--- config.mk ---
export PLATFORM = sky130hd
export DESIGN_NAME = nvport_bridge
export DESIGN_NICKNAME = d
export VERILOG_FILES = /design/src/rtl/nvport_pkg.sv /design/src/rtl/nvport_addr_latch.sv /design/src/rtl/nvport_lock_ctrl.sv /design/src/rtl/nvport_access_ctrl.sv /design/src/rtl/nvport_bridge.sv
export SDC_FILE = /design/constraint.sdc
export NUM_CORES = 1
export LEC_CHECK = 0
export BUFFER_PORTS_ARGS = -buffer_cell sky130_fd_sc_hd__clkbuf_2
export CORE_MARGIN = 2
export CORE_UTILIZATION = 36
export CTS_CLUSTER_DIAMETER = 100
export DETAILED_ROUTE_END_ITERATION = 16
export GPL_ROUTABILITY_DRIVEN = 0
export MAX_ROUTING_LAYER = met4
export PLACE_DENSITY_LB_ADDON = 0.12
export RECOVER_POWER = 100
export SYNTH_ARGS = -nofsm -noshare
export SYNTH_HDL_FRONTEND = slang
export SYNTH_SLANG_ARGS = --single-unit
--- constraint.sdc ---
create_clock -name clk -period 1.15 [get_ports clk]
set_input_delay 0.0575 -clock clk [delete_from_list [all_inputs] [get_ports clk]]
set_output_delay 0.0575 -clock clk [all_outputs]
set_load 0.02 [all_outputs]
--- src/rtl/nvport_pkg.sv ---
// Shared definitions for the indirect-addressed memory port.
// Assumes a two-bit slot select on the port side.
package nvport_pkg;

    typedef enum logic [1:0] {
        SLOT_ADDR_LO = 2'd0,
        SLOT_ADDR_HI = 2'd1,
        SLOT_SPARE   = 2'd2,
        SLOT_DATA    = 2'd3
    } slot_e;

endpackage

--- src/rtl/nvport_addr_latch.sv ---
// Address latch loaded one byte at a time.
// Assumes ADDR_W > DATA_W. The low part is DATA_W bits and the high part takes the rest.
// The load strobes and the clear strobe never arrive together, because they come from different slots.
module nvport_addr_latch #(
    parameter int ADDR_W = 16,
    parameter int DATA_W = 8
) (
    input  logic              clk,
    input  logic              rst_n,
    input  logic              lo_we,
    input  logic              hi_we,
    input  logic              clr,
    input  logic [DATA_W-1:0] byte_in,
    output logic [ADDR_W-1:0] addr_q
);
    localparam int HI_W = ADDR_W - DATA_W;

    logic [HI_W-1:0] hi_byte;
    assign hi_byte = byte_in[HI_W-1:0];

    // Holds the latch; clears on reset and after a data write, otherwise loads one part.
    always_ff @(posedge clk) begin
        if (!rst_n) begin
            addr_q <= '0;
        end else if (clr) begin
            addr_q <= '0;
        end else if (lo_we) begin
            addr_q[DATA_W-1:0] <= byte_in;
        end else if (hi_we) begin
            addr_q[ADDR_W-1:DATA_W] <= hi_byte;
        end
    end


    latch_clear_chk: assert property (@(posedge clk) disable iff (!rst_n)
        clr |=> addr_q == '0);


    lo_load_chk: assert property (@(posedge clk) disable iff (!rst_n)
        (lo_we && !clr) |=> (addr_q[DATA_W-1:0] == $past(byte_in)) &&
                            (addr_q[ADDR_W-1:DATA_W] == $past(addr_q[ADDR_W-1:DATA_W])));


    hi_load_chk: assert property (@(posedge clk) disable iff (!rst_n)
        (hi_we && !lo_we && !clr) |=> (addr_q[DATA_W-1:0] == $past(addr_q[DATA_W-1:0])));

endmodule

--- src/rtl/nvport_lock_ctrl.sv ---
// Lock bits and window decode.
// Window i covers LOCK_BASE + i*LOCK_SPAN up to, but not including, LOCK_BASE + (i+1)*LOCK_SPAN.
// Assumes NUM_LOCKS >= 2. A toggle index at or above NUM_LOCKS is ignored.
module nvport_lock_ctrl #(
    parameter int          ADDR_W    = 16,
    parameter int          NUM_LOCKS = 2,
    parameter int unsigned LOCK_BASE = 32'h20,
    parameter int unsigned LOCK_SPAN = 16
) (
    input  logic                         clk,
    input  logic                         rst_n,
    input  logic                         tgl_vld,
    input  logic [$clog2(NUM_LOCKS)-1:0] tgl_sel,
    input  logic [ADDR_W-1:0]            addr,
    output logic                         addr_locked
);
    logic [NUM_LOCKS-1:0] lock_q;
    logic [NUM_LOCKS-1:0] win_hit;
    logic [NUM_LOCKS-1:0] tgl_mask;
    logic [31:0]          addr_ext;

    assign addr_ext = 32'(addr);

    genvar gi;
    generate
        for (gi = 0; gi < NUM_LOCKS; gi++) begin : g_win
            localparam int unsigned WLO = LOCK_BASE + gi * LOCK_SPAN;
            localparam int unsigned WHI = WLO + LOCK_SPAN;
            // Flags whether the address falls inside window gi.
            assign win_hit[gi]  = (addr_ext >= WLO) && (addr_ext < WHI);
            // Flags whether the toggle request names lock bit gi.
            assign tgl_mask[gi] = tgl_vld && (32'(tgl_sel) == gi);
        end
    endgenerate

    // Inverts the named lock bits; reset unlocks every window.
    always_ff @(posedge clk) begin
        if (!rst_n) lock_q <= '0;
        else        lock_q <= lock_q ^ tgl_mask;
    end

    assign addr_locked = |(win_hit & lock_q);


    lock_flip_chk: assert property (@(posedge clk) disable iff (!rst_n)
        (tgl_vld && (32'(tgl_sel) < NUM_LOCKS)) |=> $countones(lock_q ^ $past(lock_q)) == 1);


    lock_hold_chk: assert property (@(posedge clk) disable iff (!rst_n)
        !tgl_vld |=> $stable(lock_q));

endmodule

--- src/rtl/nvport_access_ctrl.sv ---
// Slot decode, memory request generation and read response.
// Assumes a memory that returns read data one cycle after the request.
// When both strobes are high, the write takes priority.
module nvport_access_ctrl
    import nvport_pkg::*;
#(
    parameter int          ADDR_W   = 16,
    parameter int          DATA_W   = 8,
    parameter int unsigned MEM_SIZE = 1024
) (
    input  logic              clk,
    input  logic              rst_n,
    input  logic [1:0]        port_sel,
    input  logic              port_wr,
    input  logic              port_rd,
    input  logic [DATA_W-1:0] port_wdata,
    output logic [DATA_W-1:0] port_rdata,
    output logic              port_rvalid,
    input  logic [ADDR_W-1:0] addr,
    input  logic              addr_locked,
    output logic              lo_we,
    output logic              hi_we,
    output logic              clr,
    output logic              mem_req,
    output logic              mem_we,
    output logic [ADDR_W-1:0] mem_addr,
    output logic [DATA_W-1:0] mem_wdata,
    input  logic [DATA_W-1:0] mem_rdata
);
    logic do_wr, do_rd, is_data, in_range, permit;
    logic resp_vld_q, resp_ones_q;

    // Decodes the strobe and slot into latch controls and a memory request.
    always_comb begin
        do_wr    = port_wr;
        do_rd    = port_rd && !port_wr;
        is_data  = (port_sel == SLOT_DATA);
        in_range = (32'(addr) < MEM_SIZE);
        permit   = in_range && !addr_locked;
        lo_we    = do_wr && (port_sel == SLOT_ADDR_LO);
        hi_we    = do_wr && (port_sel == SLOT_ADDR_HI);
        clr      = do_wr && is_data;
        mem_req  = (do_wr || do_rd) && is_data && permit;
        mem_we   = do_wr;
        mem_addr = addr;
        mem_wdata = port_wdata;
    end

    // Records a pending read response and whether it must read as all-ones.
    always_ff @(posedge clk) begin
        if (!rst_n) begin
            resp_vld_q  <= 1'b0;
            resp_ones_q <= 1'b1;
        end else begin
            resp_vld_q  <= do_rd;
            resp_ones_q <= !(is_data && permit);
        end
    end

    assign port_rvalid = resp_vld_q;
    assign port_rdata  = resp_ones_q ? '1 : mem_rdata;


    read_resp_chk: assert property (@(posedge clk) disable iff (!rst_n)
        (port_rd && !port_wr) |=> port_rvalid);


    write_no_resp_chk: assert property (@(posedge clk) disable iff (!rst_n)
        port_wr |=> !port_rvalid);


    range_chk: assert property (@(posedge clk) disable iff (!rst_n)
        mem_req |-> (32'(mem_addr) < MEM_SIZE));


    slot_req_chk: assert property (@(posedge clk) disable iff (!rst_n)
        mem_req |-> (port_sel == SLOT_DATA) && (port_wr || port_rd));

endmodule

--- src/rtl/nvport_bridge.sv ---
// Top level of the indirect-addressed byte memory port with two lockable windows.
// It joins the address latch, the lock control and the access control.
// Assumes single-cycle strobes and a memory with one cycle of read latency.
module nvport_bridge #(
    parameter int          ADDR_W    = 16,
    parameter int          DATA_W    = 8,
    parameter int unsigned MEM_SIZE  = 1024,
    parameter int          NUM_LOCKS = 2,
    parameter int unsigned LOCK_BASE = 32'h20,
    parameter int unsigned LOCK_SPAN = 16
) (
    input  logic                         clk,
    input  logic                         rst_n,
    input  logic [1:0]                   port_sel,
    input  logic                         port_wr,
    input  logic                         port_rd,
    input  logic [DATA_W-1:0]            port_wdata,
    output logic [DATA_W-1:0]            port_rdata,
    output logic                         port_rvalid,
    input  logic                         lock_toggle_vld,
    input  logic [$clog2(NUM_LOCKS)-1:0] lock_toggle_sel,
    output logic                         mem_req,
    output logic                         mem_we,
    output logic [ADDR_W-1:0]            mem_addr,
    output logic [DATA_W-1:0]            mem_wdata,
    input  logic [DATA_W-1:0]            mem_rdata
);
    logic [ADDR_W-1:0] addr_q;
    logic              addr_locked;
    logic              lo_we, hi_we, clr;

    nvport_addr_latch #(
        .ADDR_W (ADDR_W),
        .DATA_W (DATA_W)
    ) u_latch (
        .clk     (clk),
        .rst_n   (rst_n),
        .lo_we   (lo_we),
        .hi_we   (hi_we),
        .clr     (clr),
        .byte_in (port_wdata),
        .addr_q  (addr_q)
    );

    nvport_lock_ctrl #(
        .ADDR_W    (ADDR_W),
        .NUM_LOCKS (NUM_LOCKS),
        .LOCK_BASE (LOCK_BASE),
        .LOCK_SPAN (LOCK_SPAN)
    ) u_lock (
        .clk         (clk),
        .rst_n       (rst_n),
        .tgl_vld     (lock_toggle_vld),
        .tgl_sel     (lock_toggle_sel),
        .addr        (addr_q),
        .addr_locked (addr_locked)
    );

    nvport_access_ctrl #(
        .ADDR_W   (ADDR_W),
        .DATA_W   (DATA_W),
        .MEM_SIZE (MEM_SIZE)
    ) u_access (
        .clk         (clk),
        .rst_n       (rst_n),
        .port_sel    (port_sel),
        .port_wr     (port_wr),
        .port_rd     (port_rd),
        .port_wdata  (port_wdata),
        .port_rdata  (port_rdata),
        .port_rvalid (port_rvalid),
        .addr        (addr_q),
        .addr_locked (addr_locked),
        .lo_we       (lo_we),
        .hi_we       (hi_we),
        .clr         (clr),
        .mem_req     (mem_req),
        .mem_we      (mem_we),
        .mem_addr    (mem_addr),
        .mem_wdata   (mem_wdata),
        .mem_rdata   (mem_rdata)
    );


    locked_write_chk: assert property (@(posedge clk) disable iff (!rst_n)
        (mem_req && mem_we) |-> port_wr && !addr_locked);

endmodule

==> flow_summary_export.csv, run 1 <==
group,metric,value,unit
outcome,status,"complete, but fails checks",
outcome,violations,"negative setup slack",
floorplan,row_count,18,
global_routing,met2_usage,30.69,%
critical_path,r2r_end,"u_access.resp_ones_q$_SDFF_PN1_",
timing,max_freq,631.4,MHz
pwr,total_leakage_power,0.6243,nW
placement,dpl-instance-area,0.001262,sq mm
cts,cts.reportedPaths.clkPinSlew,110,ps
timing,setup_slack,-433.8,ps
yosys,synth_nets,117,
finish,multiInputGateArea,447.9,sq um
global_routing,grtUsageMet3,2.500,%
yosys,ys_seq_area_share,44.76,%
yosys,synth_cells,93,
yosys,synth_top_family_by_area,"simple AND/OR/NAND/NOR gates",
floorplan,die_w,53.85,microns
cts,clk_latency,290,ps
critical_path,r2r_cells,3,
timing,grt_setup_unrepaired,"true",
pwr,p_sw_share,28.34,%
yosys,syn_area,894.6,sq um
routing,vias_per_cell,4.622,
flow_run,drv_cap,0,
finish,n_fill_cell,239,
yosys,synth_cell_types,19,
critical_path,cp-end-kind,"output pin",
finish,diodes,0,
timing,tns,-543.0,ps
hold_path,worstHoldPathType,"in -> reg",
global_routing,met1_usage,18.38,%
pwr,p_int,0.9773,mW
cts,cts_setup_buffers,0,
finish,final_util,56.70,%
global_routing,grt.overflow.total,0,
placement,dp.cells,184,
cts,cts_buffers,3,
timing,worstMarginPinSlew,417.7,ps
yosys,synth_compound_area_share,0,%
critical_path,cp.arrival,1530,ps
critical_path,worstPathRequired,1090,ps
pwr,p_seq_share,54.1,%
yosys,synth-xor-area-share,1.958,%
timing,maxSlewHeadroom,72.10,%
routing,ant_nets,0,
pwr,total_power,1.364,mW
global_routing,grt_usage,16.73,%
timing,post-route-period-util,137.7,%
pwr,combPwrFrac,21.7,%
floorplan,die_h,53.85,microns
global_routing,grt_pass1_wl,3429,microns
pwr,peakVddDrop,0.0006563,V
yosys,synth_fa_ha_area_share,0,%
timing,period_needed,1584,ps
pwr,clkPwrFrac,24.3,%
critical_path,r2r_slack,-110,ps
finish,nNetsFinal,184,
floorplan,ioPinCount,59,
critical_path,path_max_fanout,2,
routing,vias,869,
cts,cts_tree,"yes",
timing,fin_skew,2.069,ps
placement,hpwl,1666,microns
timing,setup_viol,2,
critical_path,crit_end,"mem_req",
critical_path,crit_type,"reg -> out",
floorplan,initial_utilization,37.12,%
critical_path,crit_start,"u_latch.addr_q[9]$_SDFFE_PP0P_",
timing,whs,5.703,ps
routing,first_iter_violations,10,
yosys,synth-seq-cells,20,
global_routing,grt_max_degree,17,
placement,dp_slack,-128.0,ps
finish,finalInstanceArea,0.001366,sq mm
cts,clockRootBuffer,"clkbuf_4",
cts,h-tree-depth,1,
routing,wl_per_cell,11.76,microns
finish,final-seq-area,409.1,sq um
cts,cts_max_path_buffers,2,
yosys,synthMuxAreaShare,19.02,%
timing,hold_viol_final,0,
cts,numClockSinks,20,
placement,port_buffers,58,
timing,final_max_slew_viol_count,0,
finish,final_cells,188,
yosys,yosysWarningCount,0,
global_routing,grt_pass1_vias,820,
routing,wirelength,2211,microns
yosys,synthSimpleGateAreaFrac,24.76,%
pwr,p_sw,0.3864,mW
floorplan,coreArea,0.002410,sq mm
finish,drive_above_1_share,39.24,%
floorplan,die_area,0.002900,sq mm
routing,first_pass_iters,4,
yosys,avgSynthCellArea,9.619,sq um
critical_path,worstSetupStartpointType,"register",
pwr,power.density,998.1,mW/mm^2
critical_path,r2r-start,"u_latch.addr_q[12]$_SDFFE_PP0P_",
global_routing,grt.busiest_layer,"met2",
finish,area_delta_synth_final,52.73,%
global_routing,antenna_found_initial,0,
routing,drc,0,
routing by layer:
layer / vias to the layer above / share of wire (%)
met5: - / 0
met4: 0 / 0.63
met3: 2 / 7.8
met2: 41 / 50
met1: 395 / 42
li1: 431 / -
cell type report:
type,count,share of cell area [%]
Multi-Input combinational cell,61,32.78
Sequential cell,20,29.95
Tap cell,30,2.747
Clock buffer,3,1.648
Timing Repair Buffer,74,32.88
what timing repair did:
item,4_1_cts,5_1_grt
setup endpoints to repair,10,9
hold endpoints to repair,1,0
gates resized for setup,26,8
pin swaps,3,5
hold buffers,1,0
power by group through the flow:
stage	sequential, mW	combinational [mW]	clock [mW]
2_1_floorplan	0.774	0.147	0
3_3_place_gp	0.751	0.277	0
3_5_place_dp	0.752	0.279	0
4_1_cts	0.737	0.305	0.332
5_1_grt	0.741	0.324	0.359
6_report	0.737	0.296	0.331
registers in the layout, summed over array words and instances, names as in the netlist:
register,cells
u_access.port_rvalid,1
u_lock.lock_q,2
u_latch.addr_q,16
u_access.resp_ones_q,1
worst min path at each step:
stage / startpoint / endpoint / slack, ps / depth (start not counted)
3_5_place_dp: port_rd / u_access.port_rvalid$_SDFF_PN0_ / 280 / 3
3_3_place_gp: port_rd / u_access.port_rvalid$_SDFF_PN0_ / 280 / 3
6_report: rst_n / u_access.port_rvalid$_SDFF_PN0_ / 6 / 3
4_1_cts: rst_n / u_access.port_rvalid$_SDFF_PN0_ / 6 / 3
5_1_grt: port_wdata[3] / u_latch.addr_q[3]$_SDFFE_PP0P_ / 30 / 3
2_1_floorplan: port_wr / u_access.port_rvalid$_SDFF_PN0_ / 130 / 1
worst max-delay path, cell delays in order, from the launching register on:
cell and delay, ps:
dfxtp_2 340, or4b_4 540, nor3_4 140, nor3_2 60
clkbuf_2 150
cells by family (layout without fill, tap and decap cells):
logic type             Yosys count  in the layout
flip-flops                      20             20
XOR/XNOR                         2              2
multiplexers                    17             17
buffers and inverters           12             77
AND/OR/NAND/NOR                 42             42
cells in the mapped netlist, drive strengths merged:
cell type	n	share of area, %
xnor2	2	2.0
dfxtp	20	45
or4b	1	1.5
nor3	2	1.7
nor3b	1	0.84
nand2b	1	0.70
nand2	3	1.3
buf	12	9.5
nand3b	1	0.84
or2	8	5.6
nand4	1	0.70
or3b	1	0.98
nor2	19	8.0
nand3	1	0.56
nor4	1	0.70
mux2i	17	19
and2	2	1.4
cells in the final DEF (no fill, tap or decap), types with 2 or more instances in the layout:
cell type  synthesis  routed
buf_4             10      10
or2_4              0       5
nand2_1            3       3
xnor2_1            2       2
nor2_1            19      19
or2_1              0       2
clkbuf_1           0      28
clkbuf_4           0       5
clkbuf_2           0      25
buf_8              0       7
dfxtp_2            0       4
mux2i_1           17      17
dfxtp_1           20      15
and2_0             0       2
Power figures use the tool's default switching activity.
==> run 2, diff against run 1 <==
--- a/config.mk
+++ b/config.mk
@@ -12,7 +12,7 @@
 export DETAILED_ROUTE_END_ITERATION = 16
 export GPL_ROUTABILITY_DRIVEN = 0
 export MAX_ROUTING_LAYER = met4
-export PLACE_DENSITY_LB_ADDON = 0.12
+export PLACE_DENSITY = 0.84
 export RECOVER_POWER = 100
 export SYNTH_ARGS = -nofsm -noshare
 export SYNTH_HDL_FRONTEND = slang
==> run 2 against run 1 <==
Compared with the run above:
- highest routed layer unchanged
- the flow still finishes with violations (negative setup slack)
- sequential cell count stayed put
- core utilization is 0.16 points lower
- power is 5.6% higher
- clock skew is 8.7 ps higher
- maximum frequency is 0.43% lower
- hold slack better by 10 ps
==> flow_summary_export.csv, run 2 (same netlist as run 1, synthesis figures left out) <==
group,metric,value,unit
routing,drc,0,
floorplan,row_count,18,
finish,diodes,0,
finish,area_delta_synth_final,52.31,%
floorplan,die_w,53.85,microns
timing,setup_slack,-440.7,ps
critical_path,crit_start,"u_latch.addr_q[9]$_SDFFE_PP0P_",
pwr,peakVddDrop,0.0008981,V
finish,final_cell_mix,"clkbuf_2, clkbuf_1, nor2_1",
timing,post-route-period-util,138.3,%
timing,final_max_slew_viol_count,0,
hold_path,worstHoldPathType,"in -> reg",
critical_path,worstPathRequired,1090,ps
floorplan,die_area,0.002900,sq mm
critical_path,cp.arrival,1530,ps
critical_path,worstPathCellList,"or4b_4 > nor3_4 > nor3_2 > clkbuf_2",
cts,cts_tree,"yes",
pwr,p_sw_share,27.54,%
global_routing,grt_pass1_vias,871,
cts,clockRootBuffer,"clkbuf_4",
floorplan,ioPinCount,59,
global_routing,grt_max_degree,17,
global_routing,grt_usage,19.94,%
timing,grt_setup_unrepaired,"true",
cts,cts_setup_buffers,0,
placement,dp.cells,180,
finish,final_cells,186,
timing,fin_skew,10.75,ps
finish,drive_above_1_share,40.38,%
finish,top_register,"u_latch.addr_q",
floorplan,coreArea,0.002410,sq mm
critical_path,r2r_slack,-80,ps
timing,hold_viol_final,0,
floorplan,die_h,53.85,microns
critical_path,path_max_fanout,2,
pwr,clkPwrFrac,28.4,%
finish,finalInstanceArea,0.001363,sq mm
timing,max_freq,628.7,MHz
placement,port_buffers,58,
routing,vias_per_cell,4.747,
routing,vias,883,
critical_path,worstSetupStartpointType,"register",
pwr,p_int,1.044,mW
timing,setup_viol,2,
finish,final_common_cell,"clkbuf_2",
critical_path,slowest_delay,540,ps
critical_path,crit_path_top_delay_cell,"or4b_4",
pwr,power.density,1057,mW/mm^2
cts,cts.reportedPaths.clkPinSlew,120,ps
timing,whs,15.95,ps
finish,n_fill_cell,210,
critical_path,r2r-start,"u_latch.addr_q[14]$_SDFFE_PP0P_",
critical_path,crit_type,"reg -> out",
cts,cts_buffers,3,
timing,maxSlewHeadroom,82.15,%
finish,nNetsFinal,181,
outcome,status,"complete, but fails checks",
routing,wirelength,2432,microns
cts,h-tree-depth,1,
critical_path,r2r_cells,3,
finish,reg_top3,"u_latch.addr_q (16), u_lock.lock_q (2)",
flow_run,drv_cap,0,
pwr,p_seq_share,51.2,%
routing,first_pass_iters,4,
pwr,p_sw,0.3967,mW
cts,numClockSinks,20,
placement,dpl-instance-area,0.001232,sq mm
routing,ant_nets,0,
routing,first_iter_violations,5,
pwr,combPwrFrac,20.4,%
outcome,violations,"negative setup slack",
placement,dp_slack,-127.4,ps
timing,worstMarginPinSlew,260.4,ps
cts,cts_max_path_buffers,2,
finish,largest_reg_flops,16,
critical_path,crit_end,"mem_req",
routing,wl_per_cell,13.08,microns
critical_path,r2r_end,"u_access.resp_ones_q$_SDFF_PN1_",
cts,clk_latency,300,ps
global_routing,grt.overflow.total,0,
timing,period_needed,1591,ps
critical_path,cp-end-kind,"output pin",
floorplan,initial_utilization,37.12,%
global_routing,grt_pass1_wl,3857,microns
global_routing,antenna_found_initial,0,
pwr,total_leakage_power,0.6260,nW
placement,hpwl,1854,microns
-- run 2: cell count changes in the layout (fill, tap and decap cells not counted) --
cell	before	now
buf_4	10	6
buf_8	7	8
clkbuf_1	28	24
clkbuf_2	25	27
clkbuf_4	5	7
dlygate4sd3_1	1	2
nor4_2	0	1
nor4_4	1	0
or2_0	1	3
or2_1	2	0
-- run 2: critical path, delay by kind of cell (launching register included) --
family	cells	cell delay, ps
buffers and inverters	1	150
DFF	1	340
and+or+nand+nor	3	750
-- run 2: layout make-up --
type	count	area (sq um)	share of cell area (%)
Timing Repair Buffer	71	440.4	32.32
Clock buffer	4	36.28	2.663
Multi-Input combinational cell	61	439.2	32.23
Sequential cell	20	409.1	30.03
Tap cell	30	37.54	2.755
-- run 2: power groups by stage --
stage	combinational [mW]	clock [mW]	sequential, mW
floorplan	0.147	0	0.774
global placement	0.267	0	0.750
detailed placement	0.275	0	0.753
CTS	0.306	0.411	0.738
global route	0.320	0.458	0.742
finish	0.294	0.409	0.737
-- run 2: through the flow --
stage | total power [mW] | utilization, % | TNS, ps
finish | 1.441 | 56.54 | -521.2
global route | 1.519 | 56.54 | -708.2
detailed placement | 1.028 | 51.14 | -197.1
CTS | 1.455 | 58.31 | -537.1
global placement | 1.017 | 51.14 | -164.0
floorplan | 0.9206 | - | -87.03
-- run 2: what timing repair did --
item / in CTS / in global routing
endpoints found under the hold margin: 1 / 0
endpoints found under the setup margin: 10 / 11
pin swaps: 1 / 8
resized for setup: 27 / 8
hold buffers: 3 / 0
-- run 2: worst min path at each step --
| stage | to | startpoint | slack, ps | cells past startpoint |
|---|---|---|---|---|
| 2_1_floorplan | u_access.port_rvalid$_SDFF_PN0_ | port_wr | 130 | 1 |
| 3_3_place_gp | u_access.port_rvalid$_SDFF_PN0_ | port_rd | 280 | 3 |
| 3_5_place_dp | u_access.port_rvalid$_SDFF_PN0_ | port_rd | 290 | 3 |
| 4_1_cts | u_latch.addr_q[9]$_SDFFE_PP0P_ | port_wdata[1] | 20 | 3 |
| 5_1_grt | u_latch.addr_q[8]$_SDFFE_PP0P_ | port_wdata[0] | 30 | 3 |
| 6_report | u_latch.addr_q[11]$_SDFFE_PP0P_ | port_wdata[3] | 20 | 3 |
-- run 2: routing by layer --
metal	routed length [microns]	global-route usage [%]	part of all wire, %	vias up
met1	894	21.58	37	396
met4	59	8.974	2.4	0
li1	-	-	-	428
met5	0	-	0	-
met2	1236	34.96	51	53
met3	242	3.889	10	6
==> run 3, diff against run 2 <==
--- a/config.mk
+++ b/config.mk
@@ -7,13 +7,14 @@
 export LEC_CHECK = 0
 export BUFFER_PORTS_ARGS = -buffer_cell sky130_fd_sc_hd__clkbuf_2
 export CORE_MARGIN = 2
-export CORE_UTILIZATION = 36
+export CORE_UTILIZATION = 39
 export CTS_CLUSTER_DIAMETER = 100
 export DETAILED_ROUTE_END_ITERATION = 16
 export GPL_ROUTABILITY_DRIVEN = 0
 export MAX_ROUTING_LAYER = met4
-export PLACE_DENSITY = 0.84
+export PLACE_DENSITY = 0.86
 export RECOVER_POWER = 100
 export SYNTH_ARGS = -nofsm -noshare
 export SYNTH_HDL_FRONTEND = slang
+export SYNTH_HIERARCHICAL = 1
 export SYNTH_SLANG_ARGS = --single-unit
==> run 3 against run 2 <==
Compared with the run above:
- the flow still finishes with violations (negative setup slack)
- synthesized cell count is 32% higher
- setup slack worse by 140 ps
- wire length hardly changed
- hold slack worse by 11 ps
- power is 5.7% lower
- final area is 1.9% higher
- sequential cell count stayed put
- area after synthesis is 19% higher
- critical endpoint unchanged
==> flow_summary_export.csv, run 3 <==
group,metric,value,unit
cts,h-tree-depth,1,
pwr,peakVddDrop,0.0008041,V
finish,reg_top3,"u_latch/addr_q (16), u_lock/lock_q (2)",
timing,setup_slack,-583.1,ps
critical_path,path_max_fanout,2,
outcome,status,"complete, but fails checks",
routing,first_pass_iters,4,
critical_path,crit_type,"reg -> out",
timing,max_freq,577.0,MHz
routing,vias_per_cell,4.733,
routing,wl_per_cell,11.80,microns
floorplan,ioPinCount,59,
global_routing,grt_max_degree,17,
routing,drc,0,
finish,final_common_cell,"clkbuf_2",
critical_path,r2r_cells,7,
yosys,yosys.area.top_type_share,37.65,%
finish,diodes,0,
timing,maxSlewHeadroom,62.47,%
yosys,synth-seq-cells,20,
pwr,power.density,977.8,mW/mm^2
global_routing,grt_usage,16.17,%
critical_path,r2r_end,"u_access/resp_ones_q$_SDFF_PN1_",
finish,nNetsFinal,202,
finish,area_delta_synth_final,30.59,%
cts,cts.reportedPaths.clkPinSlew,100,ps
critical_path,worstSetupStartpointType,"register",
timing,hold_viol_final,0,
yosys,ys_seq_area_share,37.65,%
global_routing,antenna_found_initial,0,
cts,cts_tree,"yes",
finish,largest_reg_flops,16,
placement,port_buffers,58,
routing,ant_nets,0,
floorplan,die_h,56.22,microns
floorplan,die_area,0.003161,sq mm
global_routing,grt_pass1_vias,946,
timing,worstMarginPinSlew,562.9,ps
routing,wirelength,2431,microns
hold_path,hp-start,"port_wdata[5]",
yosys,synth_top_flop_cell,"dfxtp_1",
cts,numClockSinks,20,
critical_path,cp-end-kind,"output pin",
global_routing,grt_pass1_wl,3953,microns
yosys,avgSynthCellArea,8.647,sq um
yosys,yosysMostFrequentCell,"buf_4",
yosys,yosysWarningCount,6,
global_routing,grt.overflow.total,0,
finish,final_util,55.06,%
timing,grt_setup_unrepaired,"true",
timing,post-route-period-util,150.7,%
pwr,total_leakage_power,0.5858,nW
timing,setup_viol,2,
timing,period_needed,1733,ps
cts,clk_latency,290,ps
pwr,total_power,1.358,mW
yosys,synth_cell_types,24,
floorplan,row_count,18,
yosys,yosys-top-cells-count,"buf_4, dfxtp_1, nand2_1, nor2_1, mux2i_1",
hold_path,worstHoldPathCells,3,
yosys,synth_cells,123,
yosys,syn_area,0.001064,sq mm
routing,first_iter_violations,10,
yosys,synth_nets,147,
flow_run,drv_cap,0,
yosys,synth_edf_count,0,
hold_path,worstHoldPathType,"in -> reg",
floorplan,initial_utilization,42.16,%
critical_path,r2r-start,"u_latch/addr_q[4]$_SDFFE_PP0P_",
cts,clockRootBuffer,"clkbuf_4",
cts,cts_max_path_buffers,2,
timing,fin_skew,3.003,ps
timing,final_max_slew_viol_count,0,
critical_path,r2r_slack,-410,ps
hold_path,hold_end,"u_latch/addr_q[13]$_SDFFE_PP0P_",
routing,vias,975,
finish,final_cell_mix,"clkbuf_2, clkbuf_1, nand2_1, dfxtp_1, buf_4",
floorplan,coreArea,0.002522,sq mm
outcome,violations,"negative setup slack",
finish,drive_above_1_share,34.66,%
critical_path,cp.arrival,1680,ps
yosys,synthArstFlopShare,0,%
critical_path,worstPathRequired,1090,ps
placement,dp_slack,-237.8,ps
floorplan,die_w,56.22,microns
placement,hpwl,1913,microns
yosys,yosys.area.top_type,"dfxtp_1",
finish,top_register,"u_latch/addr_q",
yosys,yosys-top-cells-area,"dfxtp_1, buf_4, mux2i_1",
cts,cts_buffers,3,
[run 3: changes by cell type in the layout (fill, tap and decap cells not counted), moves of 5 or more]
cell	previous run	this run
a21oi_1	0	6
buf_4	6	15
buf_6	0	5
buf_8	8	0
mux2i_1	17	9
nand2_1	3	18
nor2_1	19	10
or2_1	0	5
or2_4	5	0
[run 3: stage by stage]
stage                     area [sq um]  hold WS (ps)  std cells  TNS [ps]
after CTS                         1389      0.004330        206    -943.8
after floorplan                   1071         129.0        123    -204.7
after global placement            1310         277.4        198    -357.5
after global routing              1389         6.153        206     -1517
final                             1389         4.526        206    -992.2
after detailed placement          1310         286.2        198    -466.4
[run 3: final cells by class]
| cell class | instances | area, sq um |
|---|---|---|
| multi-input combinational | 73 | 454.2 |
| clock buffer | 3 | 22.52 |
| fill | 257 | 1134 |
| sequential | 20 | 405.4 |
| timing repair buffer | 80 | 469.2 |
| tap | 30 | 37.54 |
[run 3: repair_timing]
| action | in CTS | in global routing |
|---|---|---|
| resized for setup | 2 | 19 |
| setup endpoints to repair | 2 | 10 |
| endpoints found under the hold margin | 3 | 0 |
| hold buffers | 4 | 0 |
| pin swaps | 2 | 6 |
| buffers inserted | 1 | 1 |
[run 3: critical path: stages (launching register included)]
cell and delay, ps:
dfxtp_2 340, mux2i_1 210, nor4b_2 70, and3_1 150, nor4_2 130, nand3_1 170, nor3_4 150, clkbuf_8 160
[run 3: cell families after synthesis]
| logic type | count (synthesis) | share of synthesized area, % |
|---|---|---|
| AND/OR/NAND/NOR | 53 | 26.47 |
| buffers and inverters | 30 | 20.82 |
| flip-flops | 20 | 37.65 |
| AO/OA/AOI/OAI | 9 | 4.941 |
| multiplexers | 9 | 8.471 |
| XOR/XNOR | 2 | 1.647 |
[run 3: worst max-delay path by stage]
stage                                               from                               to  slack, ps
after floorplan           u_latch/addr_q[4]$_SDFFE_PP0P_  u_access/resp_ones_q$_SDFF_PN1_       -120
after CTS                 u_latch/addr_q[4]$_SDFFE_PP0P_                          mem_req       -580
after detailed placement  u_latch/addr_q[4]$_SDFFE_PP0P_  u_access/resp_ones_q$_SDFF_PN1_       -240
after global routing      u_latch/addr_q[4]$_SDFFE_PP0P_                          mem_req       -670
after global placement    u_latch/addr_q[4]$_SDFFE_PP0P_                          mem_req       -200
final                     u_latch/addr_q[4]$_SDFFE_PP0P_                          mem_req       -580
[run 3: where the power goes]
| group | total [mW] | internal, mW | leakage, nW | switching (mW) |
|---|---|---|---|---|
| clock | 0.320 | 0.122 | 0.0138 | 0.198 |
| combinational | 0.307 | 0.140 | 0.409 | 0.167 |
| sequential | 0.731 | 0.717 | 0.163 | 0.0147 |
[run 3: layer usage]
layer	up-vias	GRT usage (%)	wire, microns
met1	438	15.92	941
met2	50	30.92	1246
met5	-	-	0
met3	2	3.721	228
li1	485	-	-
met4	0	5.102	14
